File: config.mk
export PLATFORM = sky130hd
export DESIGN_NAME = vc_l1_cache
export DESIGN_NICKNAME = d
export VERILOG_FILES = /design/src/rtl/vc_pkg.sv /design/src/rtl/vc_primary.sv /design/src/rtl/vc_victim.sv /design/src/rtl/vc_l1_cache.sv
export SDC_FILE = /design/constraint.sdc
export NUM_CORES = 1
export LEC_CHECK = 0
export ABC_AREA = 1
export BUFFER_PORTS_ARGS = -buffer_cell sky130_fd_sc_hd__buf_2
export CAP_MARGIN = 20
export CORE_MARGIN = 4
export CORE_UTILIZATION = 56
export DETAILED_ROUTE_END_ITERATION = 10
export GPL_TIMING_DRIVEN = 0
export PLACE_DENSITY_LB_ADDON = 0.08
export SLEW_MARGIN = 30
export SYNTH_ARGS = -nofsm -noshare
export SYNTH_HDL_FRONTEND = slang
export SYNTH_SLANG_ARGS = --single-unit
File: constraint.sdc
create_clock -name clk -period 3.7 [get_ports clk]
set_input_delay 0.74 -clock clk [delete_from_list [all_inputs] [get_ports clk]]
set_output_delay 0.74 -clock clk [all_outputs]
set_load 0.01 [all_outputs]
File: src/rtl/vc_pkg.sv
// Shared definitions for the victim-buffered data cache.
// Assumes one outstanding request at a time; states are ordered for readability only.
package vc_pkg;
    typedef enum logic [2:0] {
        ST_IDLE    = 3'd0,
        ST_VSRCH   = 3'd1,
        ST_WB_REQ  = 3'd2,
        ST_WB_WAIT = 3'd3,
        ST_RD_REQ  = 3'd4,
        ST_RD_WAIT = 3'd5
    } vc_state_e;
endpackage

File: src/rtl/vc_primary.sv
// Direct-mapped line store: one tag, valid bit, dirty bit and data word per set.
// Read is combinational at idx; a write installs a valid line at the same idx.
// Assumes the controller never reads and writes different sets in one cycle.
module vc_primary #(
    parameter int ADDR_W  = 10,
    parameter int INDEX_W = 4,
    parameter int DATA_W  = 32
) (
    input  logic                      clk,
    input  logic                      rst_n,
    input  logic [INDEX_W-1:0]        idx,
    output logic                      rd_valid,
    output logic                      rd_dirty,
    output logic [ADDR_W-INDEX_W-1:0] rd_tag,
    output logic [DATA_W-1:0]         rd_data,
    input  logic                      wr_en,
    input  logic [ADDR_W-INDEX_W-1:0] wr_tag,
    input  logic [DATA_W-1:0]         wr_data,
    input  logic                      wr_dirty
);
    localparam int SETS  = 1 << INDEX_W;
    localparam int TAG_W = ADDR_W - INDEX_W;

    logic [SETS-1:0]   valid_q;
    logic [SETS-1:0]   dirty_q;
    logic [TAG_W-1:0]  tag_q  [SETS];
    logic [DATA_W-1:0] data_q [SETS];

    // Status bits: cleared by reset, set on install.
    always_ff @(posedge clk) begin
        if (!rst_n) begin
            valid_q <= '0;
            dirty_q <= '0;
        end else if (wr_en) begin
            valid_q[idx] <= 1'b1;
            dirty_q[idx] <= wr_dirty;
        end
    end

    // Tag and data payload: no reset needed, guarded by valid.
    always_ff @(posedge clk) begin
        if (wr_en) begin
            tag_q[idx]  <= wr_tag;
            data_q[idx] <= wr_data;
        end
    end

    // Combinational read of the addressed set.
    always_comb begin
        rd_valid = valid_q[idx];
        rd_dirty = dirty_q[idx];
        rd_tag   = tag_q[idx];
        rd_data  = data_q[idx];
    end
endmodule

File: src/rtl/vc_victim.sv
// Fully associative side buffer of VICT_N lines with full line addresses.
// Lookup is combinational; entries are replaced in FIFO order via an insert pointer
// that advances only on push. A swap rewrites the hit entry in place.
module vc_victim #(
    parameter int ADDR_W = 10,
    parameter int DATA_W = 32,
    parameter int VICT_N = 4
) (
    input  logic                      clk,
    input  logic                      rst_n,
    input  logic [ADDR_W-1:0]         look_addr,
    output logic [VICT_N-1:0]         match,
    output logic                      hit,
    output logic [$clog2(VICT_N)-1:0] hit_idx,
    output logic                      hit_dirty,
    output logic [DATA_W-1:0]         hit_data,
    output logic [$clog2(VICT_N)-1:0] ptr,
    output logic                      old_valid,
    output logic                      old_dirty,
    output logic [ADDR_W-1:0]         old_addr,
    output logic [DATA_W-1:0]         old_data,
    input  logic                      wr_en,
    input  logic [$clog2(VICT_N)-1:0] wr_sel,
    input  logic                      wr_valid,
    input  logic [ADDR_W-1:0]         wr_addr,
    input  logic [DATA_W-1:0]         wr_data,
    input  logic                      wr_dirty,
    input  logic                      push
);
    localparam int PTR_W = $clog2(VICT_N);

    logic [VICT_N-1:0] valid_q;
    logic [VICT_N-1:0] dirty_q;
    logic [ADDR_W-1:0] addr_q [VICT_N];
    logic [DATA_W-1:0] data_q [VICT_N];

    // Entry state: reset clears valid/dirty; a write replaces one entry.
    always_ff @(posedge clk) begin
        if (!rst_n) begin
            valid_q <= '0;
            dirty_q <= '0;
        end else if (wr_en) begin
            valid_q[wr_sel] <= wr_valid;
            dirty_q[wr_sel] <= wr_valid & wr_dirty;
        end
    end

    // Entry payload written alongside the status bits.
    always_ff @(posedge clk) begin
        if (wr_en) begin
            addr_q[wr_sel] <= wr_addr;
            data_q[wr_sel] <= wr_data;
        end
    end

    // FIFO insert pointer: advances once per push, wraps at the depth.
    always_ff @(posedge clk) begin
        if (!rst_n)    ptr <= '0;
        else if (push) ptr <= ptr + PTR_W'(1);
    end

    // One comparator per entry.
    for (genvar g = 0; g < VICT_N; g++) begin : g_cmp
        assign match[g] = valid_q[g] && (addr_q[g] == look_addr);
    end

    // Encode the matching entry and select its fields.
    always_comb begin
        hit_idx = '0;
        for (int i = 0; i < VICT_N; i++) begin
            if (match[i]) hit_idx = PTR_W'(i);
        end
        hit       = |match;
        hit_dirty = dirty_q[hit_idx];
        hit_data  = data_q[hit_idx];
    end

    // Fields of the entry that the next push will overwrite.
    always_comb begin
        old_valid = valid_q[ptr];
        old_dirty = dirty_q[ptr];
        old_addr  = addr_q[ptr];
        old_data  = data_q[ptr];
    end
endmodule

File: src/rtl/vc_l1_cache.sv
// Direct-mapped data cache with a FIFO-replaced victim buffer and a one-request
// next-level port. One processor request is in flight at a time. Primary hits answer
// in one cycle, victim hits in two, and misses wait on the next level. Next-level
// responses (read data or write ack) arrive as a single-cycle mem_resp_valid pulse.
module vc_l1_cache #(
    parameter int ADDR_W  = 10,
    parameter int INDEX_W = 4,
    parameter int DATA_W  = 32,
    parameter int VICT_N  = 4
) (
    input  logic              clk,
    input  logic              rst_n,
    input  logic              cpu_req_valid,
    input  logic              cpu_req_write,
    input  logic [ADDR_W-1:0] cpu_req_addr,
    input  logic [DATA_W-1:0] cpu_req_wdata,
    output logic              cpu_ready,
    output logic              cpu_resp_valid,
    output logic [DATA_W-1:0] cpu_resp_rdata,
    output logic              mem_req_valid,
    output logic              mem_req_write,
    output logic [ADDR_W-1:0] mem_req_addr,
    output logic [DATA_W-1:0] mem_req_wdata,
    input  logic              mem_resp_valid,
    input  logic [DATA_W-1:0] mem_resp_rdata
);
    import vc_pkg::*;

    localparam int TAG_W = ADDR_W - INDEX_W;
    localparam int PTR_W = $clog2(VICT_N);

    vc_state_e         state, next_state;
    logic              req_write_q;
    logic [ADDR_W-1:0] req_addr_q;
    logic [DATA_W-1:0] req_wdata_q;

    logic [ADDR_W-1:0]  look_addr;
    logic [INDEX_W-1:0] look_idx;
    logic [TAG_W-1:0]   look_tag;
    logic               p_valid, p_dirty, prim_hit;
    logic [TAG_W-1:0]   p_tag;
    logic [DATA_W-1:0]  p_data;
    logic               pw_en, pw_dirty;
    logic [DATA_W-1:0]  pw_data;

    logic [VICT_N-1:0] vic_match;
    logic              vic_hit, vh_dirty, vic_old_valid, vic_old_dirty;
    logic [PTR_W-1:0]  vh_idx, vic_ptr, vw_sel;
    logic [DATA_W-1:0] vh_data, vic_old_data;
    logic [ADDR_W-1:0] vic_old_addr;
    logic              vw_en, vw_valid, vic_push;

    logic              resp_set;
    logic [DATA_W-1:0] resp_data;

    // Lookup address: the incoming request while idle, the held request otherwise.
    always_comb begin
        look_addr = (state == ST_IDLE) ? cpu_req_addr : req_addr_q;
        look_idx  = look_addr[INDEX_W-1:0];
        look_tag  = look_addr[ADDR_W-1:INDEX_W];
        prim_hit  = p_valid && (p_tag == look_tag);
    end

    vc_primary #(.ADDR_W(ADDR_W), .INDEX_W(INDEX_W), .DATA_W(DATA_W)) u_prim (
        .clk(clk), .rst_n(rst_n), .idx(look_idx),
        .rd_valid(p_valid), .rd_dirty(p_dirty), .rd_tag(p_tag), .rd_data(p_data),
        .wr_en(pw_en), .wr_tag(look_tag), .wr_data(pw_data), .wr_dirty(pw_dirty)
    );

    vc_victim #(.ADDR_W(ADDR_W), .DATA_W(DATA_W), .VICT_N(VICT_N)) u_vic (
        .clk(clk), .rst_n(rst_n), .look_addr(req_addr_q),
        .match(vic_match), .hit(vic_hit), .hit_idx(vh_idx),
        .hit_dirty(vh_dirty), .hit_data(vh_data), .ptr(vic_ptr),
        .old_valid(vic_old_valid), .old_dirty(vic_old_dirty),
        .old_addr(vic_old_addr), .old_data(vic_old_data),
        .wr_en(vw_en), .wr_sel(vw_sel), .wr_valid(vw_valid),
        .wr_addr({p_tag, look_idx}), .wr_data(p_data), .wr_dirty(p_dirty),
        .push(vic_push)
    );

    // Controller: next state, array writes, next-level strobes and response.
    always_comb begin
        next_state    = state;
        pw_en         = 1'b0;
        pw_data       = req_wdata_q;
        pw_dirty      = 1'b0;
        vw_en         = 1'b0;
        vw_sel        = vic_ptr;
        vw_valid      = 1'b1;
        vic_push      = 1'b0;
        resp_set      = 1'b0;
        resp_data     = p_data;
        mem_req_valid = 1'b0;
        mem_req_write = 1'b0;
        mem_req_addr  = req_addr_q;
        mem_req_wdata = vic_old_data;
        unique case (state)
            ST_IDLE: if (cpu_req_valid) begin
                if (prim_hit) begin
                    resp_set = 1'b1;
                    if (cpu_req_write) begin
                        pw_en     = 1'b1;
                        pw_data   = cpu_req_wdata;
                        pw_dirty  = 1'b1;
                        resp_data = cpu_req_wdata;
                    end
                end else begin
                    next_state = ST_VSRCH;
                end
            end
            ST_VSRCH: if (vic_hit) begin
                pw_en      = 1'b1;
                pw_data    = req_write_q ? req_wdata_q : vh_data;
                pw_dirty   = vh_dirty | req_write_q;
                vw_en      = 1'b1;
                vw_sel     = vh_idx;
                vw_valid   = p_valid;
                resp_set   = 1'b1;
                resp_data  = pw_data;
                next_state = ST_IDLE;
            end else if (p_valid && vic_old_valid && vic_old_dirty) begin
                next_state = ST_WB_REQ;
            end else begin
                vw_en      = p_valid;
                vic_push   = p_valid;
                next_state = ST_RD_REQ;
            end
            ST_WB_REQ: begin
                mem_req_valid = 1'b1;
                mem_req_write = 1'b1;
                mem_req_addr  = vic_old_addr;
                next_state    = ST_WB_WAIT;
            end
            ST_WB_WAIT: if (mem_resp_valid) begin
                vw_en      = 1'b1;
                vic_push   = 1'b1;
                next_state = ST_RD_REQ;
            end
            ST_RD_REQ: begin
                mem_req_valid = 1'b1;
                next_state    = ST_RD_WAIT;
            end
            ST_RD_WAIT: if (mem_resp_valid) begin
                pw_en      = 1'b1;
                pw_data    = req_write_q ? req_wdata_q : mem_resp_rdata;
                pw_dirty   = req_write_q;
                resp_set   = 1'b1;
                resp_data  = pw_data;
                next_state = ST_IDLE;
            end
            default: next_state = ST_IDLE;
        endcase
    end

    // State register and capture of the accepted request.
    always_ff @(posedge clk) begin
        if (!rst_n) begin
            state       <= ST_IDLE;
            req_write_q <= 1'b0;
            req_addr_q  <= '0;
            req_wdata_q <= '0;
        end else begin
            state <= next_state;
            if (state == ST_IDLE && cpu_req_valid) begin
                req_write_q <= cpu_req_write;
                req_addr_q  <= cpu_req_addr;
                req_wdata_q <= cpu_req_wdata;
            end
        end
    end

    // Registered response pulse and data.
    always_ff @(posedge clk) begin
        if (!rst_n) begin
            cpu_resp_valid <= 1'b0;
            cpu_resp_rdata <= '0;
        end else begin
            cpu_resp_valid <= resp_set;
            if (resp_set) cpu_resp_rdata <= resp_data;
        end
    end

    assign cpu_ready = (state == ST_IDLE);
endmodule

==> metrics.md <==
| Metric | Value |
|---|---|
| Status | `finished clean` |
| Top cell type by total area after synthesis | `edfxtp_1` |
| Share of layout cells above drive strength 1 | `13.4%` |
| Core area | `73,200 µm²` |
| Commonest non-fill, non-tap cell in the layout | `nand2_1` |
| CP Launch Type | `flop` |
| Io pins | `157` |
| Cts bufs inserted | `91` |
| Final hold violations | `0` |
| Maximum clock insertion buffer count | `3` |
| Number of I/O port buffers | `155` |
| Flop-to-flop setup slack | `20 ps` |
| Post-synth top area share | `56.2%` |
| Rows | `99` |
| Yosys reg bits | `899` |
| Mean Syn Cell Area | `9.19 µm²` |
| WL/cell | `25.7 µm` |
| Die area | `78,500 µm²` |
| Worst-path maximum fanout | `10` |
| XOR/XNOR Fraction of Synth Area | `0.253%` |
| Clk_lat worst skew | `680 ps` |
| Vias | `36,000` |
| Area delta synth->final | `19.3%` |
| Most frequent cells in the layout | `nand2_1 (1,590), edfxtp_1 (776), nor2_1 (327)` |
| Yosys Warn Count | `0` |
| RR Startpoint | `state[0]` |
| Pwr/cell area | `608 nW/µm²` |
| Sequential element share of the synthesized area | `62.1%` |
| RR Endpoint | `cpu_resp_rdata[20]` |
| Syn_nets | `4,592` |
| First-pass GRT wire length | `210,000 µm` |
| Arrival @ worst endpoint | `4230 ps` |
| Final critical-path share of the clock period | `99.5%` |
| Initial DRC count | `5,418` |
| Antenna-violating nets left | `0` |
| Critical Setup Path Class | `reg2reg` |
| RSZ-0062 raised after global routing | `yes` |
| Post-Synth Simple-Gate Area | `23.7%` |
| # clock sinks | `899` |
| Clk root buf | `clkbuf_16` |
| CTS tree | `built` |
| Synth Cell Area | `41,500 µm²` |
| Worst setup path start | `state[0]` |
| Largest net degree at the start of global routing | `38` |
| Die Span X | `280 µm` |
| GR Overflow Total | `0` |
| Hold Slack | `377 ps` |
| Initial antenna violation count | `2` |
| Post-synth top flop | `edfxtp_1` |
| Synth top area cells | `edfxtp_1 (56%), nand2_1 (15%), dfxtp_1 (5.9%), a21oi_1 (4.2%), nor2_1 (3.3%)` |
| Tmin final | `3680 ps` |
| Initial core utilization | `56.7%` |
| Netlist cell types | `42` |
| # fillers | `5,760` |
| Final wirelength | `152,000 µm` |
| Vias in the first global route | `32,900` |
| Reg2reg path depth | `18` |
| CP Data Required Time | `4250 ps` |
| FMAX | `272 MHz` |
| Worst vdd ir | `460 µV` |
| Setup crit end | `cpu_resp_rdata[20]` |
| Fin Setup TNS | `0 ps` |
| Vert. Die Dim | `280 µm` |
| Cells after Synth | `4,513` |
| Number of flops mapped to enable cells by yosys | `776` |
| Final HPWL DP | `98,000 µm` |
| Ys async rst share | `0%` |
| Post-synthesis mux area share | `0%` |
| Leakage | `19.9 nW` |
| Crit path capture type | `flop` |
| Final core utilization | `67.6%` |
| Vias per cell | `6.08` |
| Largest family of logic cells by synthesized area | `simple AND/OR/NAND/NOR gates` |
| Clk pin slew, worst setup/hold paths | `60 ps` |
| Relative slew slack | `32.7%` |
| Maxcap violations | `0` |
| Worst Hold Class | `in2reg` |
| GP Congestion | `1.03` |
| Clock skew | `36.1 ps` |
| Synth Area in Adders | `0%` |
| DR DRC count | `0` |
| Worst-Margin Slew | `1010 ps` |
| Final net count | `4,958` |
| Synth Area in Compound Gates | `8.32%` |
| H-tree levels | `3` |
| Final setup vio count | `0` |
| Max Slew Vio Count | `0` |
| First-pass DRT Iterations | `8` |
| GRT Overall Usage | `36.5%` |
-- synthesized netlist by cell type, types with 2 or more instances --
master,count
inv_2,5
o311ai_0,2
buf_1,23
nor2_8,2
o21ai_1,4
o2111ai_1,22
dfxtp_1,123
o21ai_0,190
clkinv_1,3
o211ai_1,13
nor3_1,9
nand2_1,1604
xor2_1,7
nor3b_1,2
nand3_2,3
nor2_2,7
o21ai_4,3
buf_4,7
o21bai_1,2
edfxtp_1,776
a21oi_1,349
xnor2_1,5
a31oi_1,9
nand2_2,5
nand4_1,156
o22ai_1,42
nand3b_1,38
nor2_1,360
buf_2,51
inv_1,328
clkbuf_1,164
buf_6,7
or2_2,5
a211oi_1,4
nor2_4,4
nand3_1,172
o31ai_1,2
-- kinds of logic after synthesis --
family | count (synthesis)
AND/OR/NAND/NOR | 2371
flip-flops | 899
AO/OA/AOI/OAI | 642
buffers and inverters | 589
XOR/XNOR | 12
-- registers in the layout, indices dropped and copies added, names as in the netlist, named ones only --
name and cells:
cpu_resp_rdata 32, cpu_resp_valid 1, req_addr_q 10, req_wdata_q 32
req_write_q 1, state 3, u_prim.data_q 512, u_prim.dirty_q 16
u_prim.tag_q 96, u_prim.valid_q 16, u_vic.addr_q 40, u_vic.data_q 128
u_vic.dirty_q 4, u_vic.ptr 2, u_vic.valid_q 4
-- through the flow --
step	worst slack, ps	cells	area, µm²	total power, mW
floorplan	14.5	4513	41500	16.3
global placement	-2260	5627	43500	19.1
detailed placement	-1100	5658	44300	19.3
CTS	1.62	5871	48600	29.5
global route	-78.8	5916	49500	31.0
finish	18.7	5917	49500	30.1
-- report_power, final --
part | switching, mW | internal (mW)
Clock | 4.11 | 5.56
Combinational | 5.85 | 2.33
Sequential | 0.177 | 12.1
Total | 10.1 | 20.0
-- critical path, stage by stage (launching register included) --
cell	delay, ps
dfxtp_1	330
nor2_4	170
nand2_2	120
buf_6	180
o21ai_4	260
buf_4	270
nor2_2	110
clkbuf_4	250
buf_2	230
nand2_1	80
nand4_1	80
nand2_1	100
nand2_1	130
nor2_1	690
o21ai_0	150
nor2_1	130
nand2_1	80
a21oi_1	120
a21oi_1	80
-- area by class of cell --
| cell class | count | area [µm²] | share of cell area, % |
|---|---|---|---|
| inverters | 337 | 1380 | 2.78 |
| diodes | 1 | 2.50 | 0.00506 |
| repair inverters | 1 | 8.76 | 0.0177 |
| repair buffers | 277 | 2780 | 5.61 |
| clock inverters | 57 | 746 | 1.51 |
| well taps | 959 | 1200 | 2.42 |
| flip-flops and latches | 899 | 25800 | 52.1 |
| plain buffers | 246 | 1190 | 2.41 |
| clock buffers | 114 | 2390 | 4.84 |
| multi-input cells | 3026 | 14000 | 28.3 |
-- worst min-delay path by stage --
stage                             from  cells past startpoint            endpoint
finish                 cpu_req_addr[4]                      3       req_addr_q[4]
floorplan            u_prim.valid_q[0]                      2   u_prim.valid_q[0]
global placement    u_prim.valid_q[12]                      2  u_prim.valid_q[12]
detailed placement   u_prim.valid_q[3]                      2   u_prim.valid_q[3]
CTS                    cpu_req_addr[3]                      3       req_addr_q[3]
global route           cpu_req_addr[2]                      3       req_addr_q[2]
-- metal layers --
layer | vias up | GRT usage, % | share of wire, % | wire length, µm
li1 | 16000 | - | - | -
met1 | 17000 | 49.5 | 37 | 56000
met2 | 2497 | 56.3 | 45 | 67800
met3 | 509 | 8.01 | 13 | 19400
met4 | 0 | 17.9 | 5.7 | 8660
met5 | - | 0 | 0 | 0
-- timing repair --
| item | CTS | global route |
|---|---|---|
| pin swaps | 28 | 13 |
| cloned | 3 | 18 |
| resized for setup | 114 | 127 |
| hold buffers | 0 | 0 |
| buffers inserted | 41 | 31 |
| setup endpoints to repair | 1274 | 1311 |
(Power assumes the default switching activity.)
